File: src/rtl/exc_pkg.sv
package exc_pkg;
    localparam int XLEN       = 32;
    localparam int MASK_W     = 4;
    localparam int MASK_LSB   = 4;
    localparam int WORD_BYTES = XLEN / 8;

    localparam logic [XLEN-1:0] POR_PC_VEC  = 32'h0000_0000;
    localparam logic [XLEN-1:0] POR_SP_VEC  = 32'h0000_0004;
    localparam logic [XLEN-1:0] MRST_PC_VEC = 32'h0000_0008;
    localparam logic [XLEN-1:0] MRST_SP_VEC = 32'h0000_000C;
    localparam logic [XLEN-1:0] FPSCR_POR   = 32'h0004_0001;
    localparam logic [XLEN-1:0] SR_RST      = 32'h0000_00F0;
    localparam logic [MASK_W-1:0] MASK_ALL  = '1;

    typedef enum logic [2:0] {
        ST_IDLE,
        ST_RST_PC,
        ST_RST_SP,
        ST_BANK,
        ST_PUSH_PC,
        ST_PUSH_SR,
        ST_VEC
    } seq_state_t;

    localparam logic [1:0] EC_INTR = 2'd0;
endpackage

File: src/rtl/exc_fsm.sv
module exc_fsm
    import exc_pkg::*;
(
    input  logic       clk,
    input  logic       rst_n,
    input  logic       reset_req,
    input  logic       exc_req,
    input  logic       intr_bank,
    input  logic       bank_ack,
    input  logic       mem_ack,
    output seq_state_t state
);
    seq_state_t nxt;

    always_ff @(posedge clk) begin
        if (!rst_n) state <= ST_IDLE;
        else        state <= nxt;
    end

    always_comb begin
        nxt = state;
        unique case (state)
            ST_IDLE:    if (exc_req) nxt = intr_bank ? ST_BANK : ST_PUSH_PC;
            ST_RST_PC:  if (mem_ack) nxt = ST_RST_SP;
            ST_RST_SP:  if (mem_ack) nxt = ST_IDLE;
            ST_BANK:    if (bank_ack) nxt = ST_PUSH_PC;
            ST_PUSH_PC: if (mem_ack) nxt = ST_PUSH_SR;
            ST_PUSH_SR: if (mem_ack) nxt = ST_VEC;
            ST_VEC:     if (mem_ack) nxt = ST_IDLE;
            default:    nxt = ST_IDLE;
        endcase
        if (reset_req) nxt = ST_RST_PC;
    end
endmodule

File: src/rtl/exc_regs.sv
module exc_regs
    import exc_pkg::*;
#(
    parameter int VEC_W  = 8,
    parameter int BANK_W = 4
) (
    input  logic              clk,
    input  logic              rst_n,
    input  seq_state_t        state,
    input  logic              reset_req,
    input  logic              reset_manual,
    input  logic              exc_accept,
    input  logic [1:0]        exc_class,
    input  logic [VEC_W-1:0]  exc_vec,
    input  logic [MASK_W-1:0] exc_level,
    input  logic [XLEN-1:0]   exc_pc,
    input  logic              bank_ack,
    input  logic              mem_ack,
    input  logic [XLEN-1:0]   mem_rdata,
    input  logic              vbr_wr,
    input  logic [XLEN-1:0]   vbr_wdata,
    output logic [XLEN-1:0]   pc_q,
    output logic [XLEN-1:0]   sp_q,
    output logic [XLEN-1:0]   vbr_q,
    output logic [XLEN-1:0]   sr_q,
    output logic [XLEN-1:0]   fpscr_q,
    output logic [BANK_W-1:0] bank_q,
    output logic              manual_q,
    output logic [VEC_W-1:0]  vec_q,
    output logic [XLEN-1:0]   ret_pc_q,
    output logic              done_q
);
    logic [1:0]        cls_q;
    logic [MASK_W-1:0] lvl_q;

    always_ff @(posedge clk) begin
        if (!rst_n) begin
            pc_q     <= '0;
            sp_q     <= '0;
            vbr_q    <= '0;
            sr_q     <= SR_RST;
            fpscr_q  <= '0;
            bank_q   <= '0;
            manual_q <= 1'b0;
            vec_q    <= '0;
            ret_pc_q <= '0;
            cls_q    <= '0;
            lvl_q    <= '0;
            done_q   <= 1'b0;
        end else begin
            done_q <= 1'b0;
            if (reset_req) begin
                vbr_q                      <= '0;
                sr_q[MASK_LSB +: MASK_W]   <= MASK_ALL;
                bank_q                     <= '0;
                manual_q                   <= reset_manual;
                if (!reset_manual) fpscr_q <= FPSCR_POR;
            end else begin
                if (vbr_wr) vbr_q <= vbr_wdata;
                if (exc_accept) begin
                    cls_q    <= exc_class;
                    vec_q    <= exc_vec;
                    lvl_q    <= exc_level;
                    ret_pc_q <= exc_pc;
                end
                unique case (state)
                    ST_RST_PC: if (mem_ack) pc_q <= mem_rdata;
                    ST_RST_SP: if (mem_ack) begin
                        sp_q   <= mem_rdata;
                        done_q <= 1'b1;
                    end
                    ST_BANK: if (bank_ack) bank_q <= bank_q + 1'b1;
                    ST_PUSH_PC: if (mem_ack) sp_q <= sp_q - XLEN'(WORD_BYTES);
                    ST_PUSH_SR: if (mem_ack) begin
                        sp_q <= sp_q - XLEN'(WORD_BYTES);
                        if (cls_q == EC_INTR) sr_q[MASK_LSB +: MASK_W] <= lvl_q;
                    end
                    ST_VEC: if (mem_ack) begin
                        pc_q   <= mem_rdata;
                        done_q <= 1'b1;
                    end
                    default: ;
                endcase
            end
        end
    end
endmodule

File: src/rtl/exc_mem.sv
module exc_mem
    import exc_pkg::*;
#(
    parameter int VEC_W = 8
) (
    input  seq_state_t       state,
    input  logic             manual_q,
    input  logic [XLEN-1:0]  sp_q,
    input  logic [XLEN-1:0]  vbr_q,
    input  logic [XLEN-1:0]  sr_q,
    input  logic [VEC_W-1:0] vec_q,
    input  logic [XLEN-1:0]  ret_pc_q,
    output logic             mem_req,
    output logic             mem_we,
    output logic [XLEN-1:0]  mem_addr,
    output logic [XLEN-1:0]  mem_wdata,
    output logic             bank_req,
    output logic             busy
);
    localparam int PAD_W = XLEN - VEC_W - 2;

    logic [XLEN-1:0] vec_off;
    logic [XLEN-1:0] push_addr;

    assign vec_off   = {{PAD_W{1'b0}}, vec_q, 2'b00};
    assign push_addr = sp_q - XLEN'(WORD_BYTES);

    always_comb begin
        mem_req   = 1'b0;
        mem_we    = 1'b0;
        mem_addr  = '0;
        mem_wdata = '0;
        bank_req  = 1'b0;
        busy      = (state != ST_IDLE);
        unique case (state)
            ST_RST_PC: begin
                mem_req  = 1'b1;
                mem_addr = manual_q ? MRST_PC_VEC : POR_PC_VEC;
            end
            ST_RST_SP: begin
                mem_req  = 1'b1;
                mem_addr = manual_q ? MRST_SP_VEC : POR_SP_VEC;
            end
            ST_BANK: bank_req = 1'b1;
            ST_PUSH_PC: begin
                mem_req   = 1'b1;
                mem_we    = 1'b1;
                mem_addr  = push_addr;
                mem_wdata = ret_pc_q;
            end
            ST_PUSH_SR: begin
                mem_req   = 1'b1;
                mem_we    = 1'b1;
                mem_addr  = push_addr;
                mem_wdata = sr_q;
            end
            ST_VEC: begin
                mem_req  = 1'b1;
                mem_addr = vbr_q + vec_off;
            end
            default: ;
        endcase
    end
endmodule

File: src/rtl/exc_entry_seq.sv
module exc_entry_seq
    import exc_pkg::*;
#(
    parameter int VEC_W  = 8,
    parameter int BANK_W = 4
) (
    input  logic              clk,
    input  logic              rst_n,
    input  logic              reset_req,
    input  logic              reset_manual,
    input  logic              exc_req,
    input  logic [1:0]        exc_class,
    input  logic [VEC_W-1:0]  exc_vec,
    input  logic [MASK_W-1:0] exc_level,
    input  logic [XLEN-1:0]   exc_pc,
    input  logic              bank_en,
    output logic              bank_req,
    input  logic              bank_ack,
    input  logic              vbr_wr,
    input  logic [XLEN-1:0]   vbr_wdata,
    output logic              mem_req,
    output logic              mem_we,
    output logic [XLEN-1:0]   mem_addr,
    output logic [XLEN-1:0]   mem_wdata,
    input  logic [XLEN-1:0]   mem_rdata,
    input  logic              mem_ack,
    output logic [XLEN-1:0]   pc_out,
    output logic [XLEN-1:0]   sp_out,
    output logic [XLEN-1:0]   vbr_out,
    output logic [XLEN-1:0]   sr_out,
    output logic [XLEN-1:0]   fpscr_out,
    output logic [BANK_W-1:0] bank_num,
    output logic              busy,
    output logic              done
);
    seq_state_t       state;
    logic             exc_accept;
    logic             intr_bank;
    logic             manual_q;
    logic [VEC_W-1:0] vec_q;
    logic [XLEN-1:0]  ret_pc_q;

    assign exc_accept = (state == ST_IDLE) && exc_req && !reset_req;
    assign intr_bank  = (exc_class == EC_INTR) && bank_en;

    exc_fsm u_fsm (
        .clk       (clk),
        .rst_n     (rst_n),
        .reset_req (reset_req),
        .exc_req   (exc_req),
        .intr_bank (intr_bank),
        .bank_ack  (bank_ack),
        .mem_ack   (mem_ack),
        .state     (state)
    );

    exc_regs #(.VEC_W(VEC_W), .BANK_W(BANK_W)) u_regs (
        .clk          (clk),
        .rst_n        (rst_n),
        .state        (state),
        .reset_req    (reset_req),
        .reset_manual (reset_manual),
        .exc_accept   (exc_accept),
        .exc_class    (exc_class),
        .exc_vec      (exc_vec),
        .exc_level    (exc_level),
        .exc_pc       (exc_pc),
        .bank_ack     (bank_ack),
        .mem_ack      (mem_ack),
        .mem_rdata    (mem_rdata),
        .vbr_wr       (vbr_wr),
        .vbr_wdata    (vbr_wdata),
        .pc_q         (pc_out),
        .sp_q         (sp_out),
        .vbr_q        (vbr_out),
        .sr_q         (sr_out),
        .fpscr_q      (fpscr_out),
        .bank_q       (bank_num),
        .manual_q     (manual_q),
        .vec_q        (vec_q),
        .ret_pc_q     (ret_pc_q),
        .done_q       (done)
    );

    exc_mem #(.VEC_W(VEC_W)) u_mem (
        .state     (state),
        .manual_q  (manual_q),
        .sp_q      (sp_out),
        .vbr_q     (vbr_out),
        .sr_q      (sr_out),
        .vec_q     (vec_q),
        .ret_pc_q  (ret_pc_q),
        .mem_req   (mem_req),
        .mem_we    (mem_we),
        .mem_addr  (mem_addr),
        .mem_wdata (mem_wdata),
        .bank_req  (bank_req),
        .busy      (busy)
    );
endmodule

File: config.mk
export PLATFORM = sky130hd
export DESIGN_NAME = exc_entry_seq
export DESIGN_NICKNAME = d
export VERILOG_FILES = /design/src/rtl/exc_pkg.sv /design/src/rtl/exc_fsm.sv /design/src/rtl/exc_regs.sv /design/src/rtl/exc_mem.sv /design/src/rtl/exc_entry_seq.sv
export SDC_FILE = /design/constraint.sdc
export NUM_CORES = 1
export LEC_CHECK = 0
export ABC_AREA = 1
export BUFFER_PORTS_ARGS = -buffer_cell sky130_fd_sc_hd__buf_2
export CORE_ASPECT_RATIO = 0.6
export CORE_MARGIN = 5
export CORE_UTILIZATION = 40
export DETAILED_ROUTE_END_ITERATION = 7
export GPL_ROUTABILITY_DRIVEN = 0
export PLACE_DENSITY = 0.68
export RECOVER_POWER = 50
export SETUP_SLACK_MARGIN = 0.4
export SYNTH_ARGS = -nofsm -noshare
export SYNTH_HDL_FRONTEND = slang
export SYNTH_SLANG_ARGS = --single-unit
File: constraint.sdc
create_clock -name clk -period 4.3 [get_ports clk]
set_input_delay 0.86 -clock clk [delete_from_list [all_inputs] [get_ports clk]]
set_output_delay 0.86 -clock clk [all_outputs]
set_load 0.03 [all_outputs]
# Word level (Yosys, flattened, before mapping)
# Index checks and enable logic that the tools add are counted.
[classes]
addsub = 3
n_eq_ne = 20
mux = 20
n_bitwise = 4
n_reduce_logical = 23
[op_table]
columns = ["operator", "count"]
rows = [
  ["32-bit case mux with 2 select lines", 2],
  ["32-bit case mux with 4 select lines", 1],
  ["32-bit two-way mux", 2],
  ["32-bit by 10-bit adder with 32-bit output", 1],
  ["32-bit by 3-bit subtractor with 32-bit output, second input constant", 1],
  ["3-bit two-way mux", 7],
  ["3-bit case mux with 6 select lines", 1],
  ["3-bit inequality test, second input constant", 5],
  ["2-bit inequality test, second input constant", 6],
  ["6-bit AND reduction", 2],
  ["3-bit equality test, second input constant", 3],
  ["4-bit two-way mux", 2],
  ["2-bit OR reduction", 4],
  ["3-bit by 2-bit equality test with 1-bit output, second input constant", 2],
  ["2-bit AND reduction", 3],
  ["3-bit AND reduction", 2],
  ["1-bit two-way mux", 5],
  ["5-bit OR reduction", 1],
  ["4-bit by 1-bit adder with 4-bit output, second input constant", 1],
  ["2-bit zero test", 2],
  ["2-bit by 1-bit inequality test with 1-bit output, second input constant", 2],
  ["1-bit NOT", 4],
  ["4-bit AND reduction", 1],
  ["3-bit by 1-bit equality test with 1-bit output, second input constant", 1],
  ["7 further kinds", 9],
]
[word_totals]
ff_bits = 156
inputBits = 119
output_inout_bits = 233
elab_cells = 84

# Longest topological paths before layout
[depth]
ltp_word = 6
mapped_depth = 12
mapped_depth_nobuf = 12

# Hierarchy
# A second synthesis with hierarchy kept.
[hier_totals]
hier_cells = 1678
hier_area_um2 = 10251.1
[modules_own_cells]
columns = ["mod", "instances", "cells_per_inst", "area_per_inst_um2", "seq_area_each_um2"]
rows = [
  ["exc_regs", 1, 1000, 6944.2, 3062.9],
  ["exc_mem", 1, 636, 3061.7, 0.0],
  ["exc_fsm", 1, 35, 215.2, 60.1],
  ["exc_entry_seq", 1, 7, 30.0, 0.0],
]

# Worst setup path after synthesis
# Ideal clock, no wire load.
[synth_path]
path_kind = "reg-to-output"
startpoint = "reg u_regs.vbr_q[2]"
endpoint = "out mem_addr[14]"
t_arrival_ns = 2.465
path_slack_ns = 0.975
stages_incl_launch_ff = 12
n_path_buf = 0
cell_sequence = "dfxtp_1 -> ha_1 -> fa_1 -> nand2_1 -> nand3_1 -> nand3_1 -> nand2_2 -> nand2_1 -> inv_1 -> nand2_1 -> nand2_1 -> o21ai_0"
[synth_via]
elab_chain_len = 2
[synth_lines]
columns = ["element", "line", "rtl"]
rows = [
  ["from (decl)", "exc_regs.sv:24", "output logic [XLEN-1:0] vbr_q,"],
  ["from (signal assigned)", "exc_regs.sv:59", "if (vbr_wr) vbr_q <= vbr_wdata;"],
  ["32-bit by 10-bit adder with 32-bit output", "exc_mem.sv:59", "mem_addr = vbr_q + vec_off;"],
  ["32-bit case mux with 4 select lines", "exc_mem.sv:35", "unique case (state)"],
  ["to (decl)", "exc_entry_seq.sv:23", "output logic [XLEN-1:0] mem_addr,"],
]
# No other way between the ends.

# Final worst setup path
# Same ends and word-level chain as after synthesis.

==> results.md <==
* Outcome: complete, but fails checks
* Failing checks: max-capacitance violations, max-slew violations
* Slew Limit Fails at about 110
* Area growth syn-to-layout at 19.2%
* Final ANT Viol Nets at 0
* Post-synth design cell area at 8850 sq um
* Clock root buffer: clkbuf_16
* Via count normalized by instance count at between 5 and 6
* Fmax at 281 MHz
* Most instantiated cells after synthesis: nand2_1, nor2_1, dfxtp_1, o21ai_0, inv_1
* DPL Wire Length at 25400 microns
* Nets at 1748
* FF/Latch Area at between 3000 and 4000 sq um
* Period utilization at 0.827
* IO Port Bufs at 293
* Hold Fails Final Rpt at 0
* Vias in the first global route at 8582
* WS Path Type: register to output port
* Die X at 202 microns
* # rows at 42
* Final instance area at roughly 11000 sq um
* Worst path arrival time at roughly 2.7 ns
* Cell area after placement at 10200 sq um
* Count leader, synth: nand2_1
* Gr ovfl total at 0
* Sequential fraction of the synthesis area at 0.353
* Number of synthesized flops with an enable pin at 0
* CTS tree: yes
* Largest net degree at the start of global routing at about 110
* Clock Latency Late Sink at 0.43 ns
* Setup crit start kind: register
* GR Util All Layers at 0.242
* Worst-path clk slew at 0.06 ns
* Pleak at 4.97 nW
* CTS Buf Count at 17
* Top FF cell, synth: dfxtp_1
* Worst Max-Slew Pin Slew at 1.93 ns
* First-pass GRT wire length at 48700 microns
* Worst min-delay path category: register to register
* Yosys warning count at 0
* Dpl ws at 0.990 ns
* Multi-input logic area at between 4000 and 5000 sq um
* Share of cells above drive strength 1 at 0.156
* Starting Density at 0.404
* Vias at 9750
* Critical path data required time at 3.44 ns
* First-pass DRT Iterations at 6
* RSZ-0062 raised after global routing: no
* DIE AREA at 25300 sq um
* Initial DRC count at around 860
* CP max FO at 10
* CTS max path bufs at 2
* Setup ws final at 0.742 ns
* Clock Skew at 0.0100 ns
* Synth area leaders: dfxtp_1, nand2_1, nor2_1
* Max cap viols at 1
* Syn avg cell area at 6.52 sq um
* CTS sink count at 156
* DRC viols at 0
* Fill count at 2366
* Top cell type's share of synthesized area at 0.353
* Async SR Flop Fraction at 0
* Initial antenna violation count at 1
* Area leader, netlist: dfxtp_1
* Yosys reg bits at between 150 and 200
* Die Span Y at 125 microns
* Wirelength, routed at 32500 microns
* Hold-fix buffer count after cts at 0
* Relative slew slack at -0.287
* IO Pins at ~350
* Overall power at 0.00426 W
* Setup TNS at 0 ns
* Setup crit end kind: output port
* R2R setup slack at 1.37 ns
* Core ar. at between 20000 and 25000 sq um
* Maximum VDD drop at 0.000281 V
* Setup Viol. Count Final at 0
* Pwr dens at 404 nW/um^2
* Count of different cell masters after synthesis at 42
* Final worst path period need at roughly 3.6 ns
* CTS H-tree lvls at 4
* Post-Synthesis Cells at 1357
* Antenna Cells at 0
* Wire per inst at 17.0 microns
[per-layer routing]
layer | GRT usage | vias to the layer above | wire length [microns]
met5 | 0 | - | 13
met3 | 0.0836 | 37 | 3750
li1 | - | 4790 | -
met4 | 0.0522 | 2 | 391
met1 | 0.363 | 4463 | 15300
met2 | 0.333 | 458 | 13000
[layout by cell type, fill, tap and decap left out, types with 5 or more instances in the layout]
cell type and count:
nand3b_1 5, nand3_1 91, conb_1 58, o21ai_1 23, dfxtp_1 156, inv_1 138
buf_2 184, a21oi_2 20, nand4_1 9, nor3_1 7, a21oi_1 114, nand2_1 246
clkbuf_1 114, nor2_1 240, o21ai_0 139, ha_1 10, clkbuf_16 17
[final timing paths]
kind                            start                   to  depth (start not counted)
setup / recovery      u_regs.vbr_q[2]         mem_addr[14]                         12
hold / removal    u_regs.ret_pc_q[13]  u_regs.ret_pc_q[13]                          2
setup reg to reg       u_fsm.state[2]       u_regs.sp_q[7]                          9
hold reg to reg   u_regs.ret_pc_q[13]  u_regs.ret_pc_q[13]                          2
[final cells by class]
class | count | area share
Sequential cell | 156 | 0.296
Tap cell | 286 | 0.0339
Multi-Input combinational cell | 998 | 0.437
Inverter | 146 | 0.0527
Timing Repair Buffer | 299 | 0.129
Clock inverter | 7 | 0.00652
Clock buffer | 22 | 0.0440
[power breakdown]
group | switching, W | total [W] | leakage [nW] | internal [W]
logic | 0.000890 | 0.00120 | 3.44 | 0.000313
clock network | 0.000613 | 0.00143 | 0.258 | 0.000815
registers | 0.0000826 | 0.00163 | 1.27 | 0.00154
[logic make-up (layout without fill, tap and decap cells)]
group | after synthesis | in the layout | synth area share
flops | 156 | 156 | 0.353
buf+inv | 260 | 474 | 0.150
other cells | 1 | 58 | 0.000424
compound gates | 315 | 315 | 0.194
simple gates | 614 | 614 | 0.287
fa+ha+maj | 11 | 11 | 0.0164
[state kept, by name, summed over array words and instances (netlist names), 4 cells and up]
name	flops
u_regs.ret_pc_q	32
u_regs.vbr_q	32
u_regs.lvl_q	4
u_regs.pc_q	32
u_regs.sp_q	32
u_regs.sr_q	4
u_regs.vec_q	8
u_regs.bank_q	4
[critical path, stage by stage, from the launching register on]
cell	delay, ns
dfxtp_1	0.33
ha_1	0.26
fa_1	0.39
nand2_1	0.10
nand3_1	0.12
nand3_1	0.12
nand2_2	0.15
nand2_1	0.16
inv_1	0.11
nand2_1	0.08
nand2_1	0.05
o21ai_0	0.17
buf_2	0.22
[per-stage QoR]
stage	util	cells	hold WS (ns)
global placement	0.464	1885	0.433
finish	0.481	1914	0.451
detailed placement	0.464	1885	0.440
CTS	0.488	1914	0.453
global route	0.481	1914	0.471
floorplan	-	1414	0.424
[repair_timing]
item / 4_1_cts / 5_1_grt
setup endpoints to repair: 0 / 4
gates resized for setup: 0 / 2
buffers inserted: 0 / 0
Power figures use the tool's default switching activity.
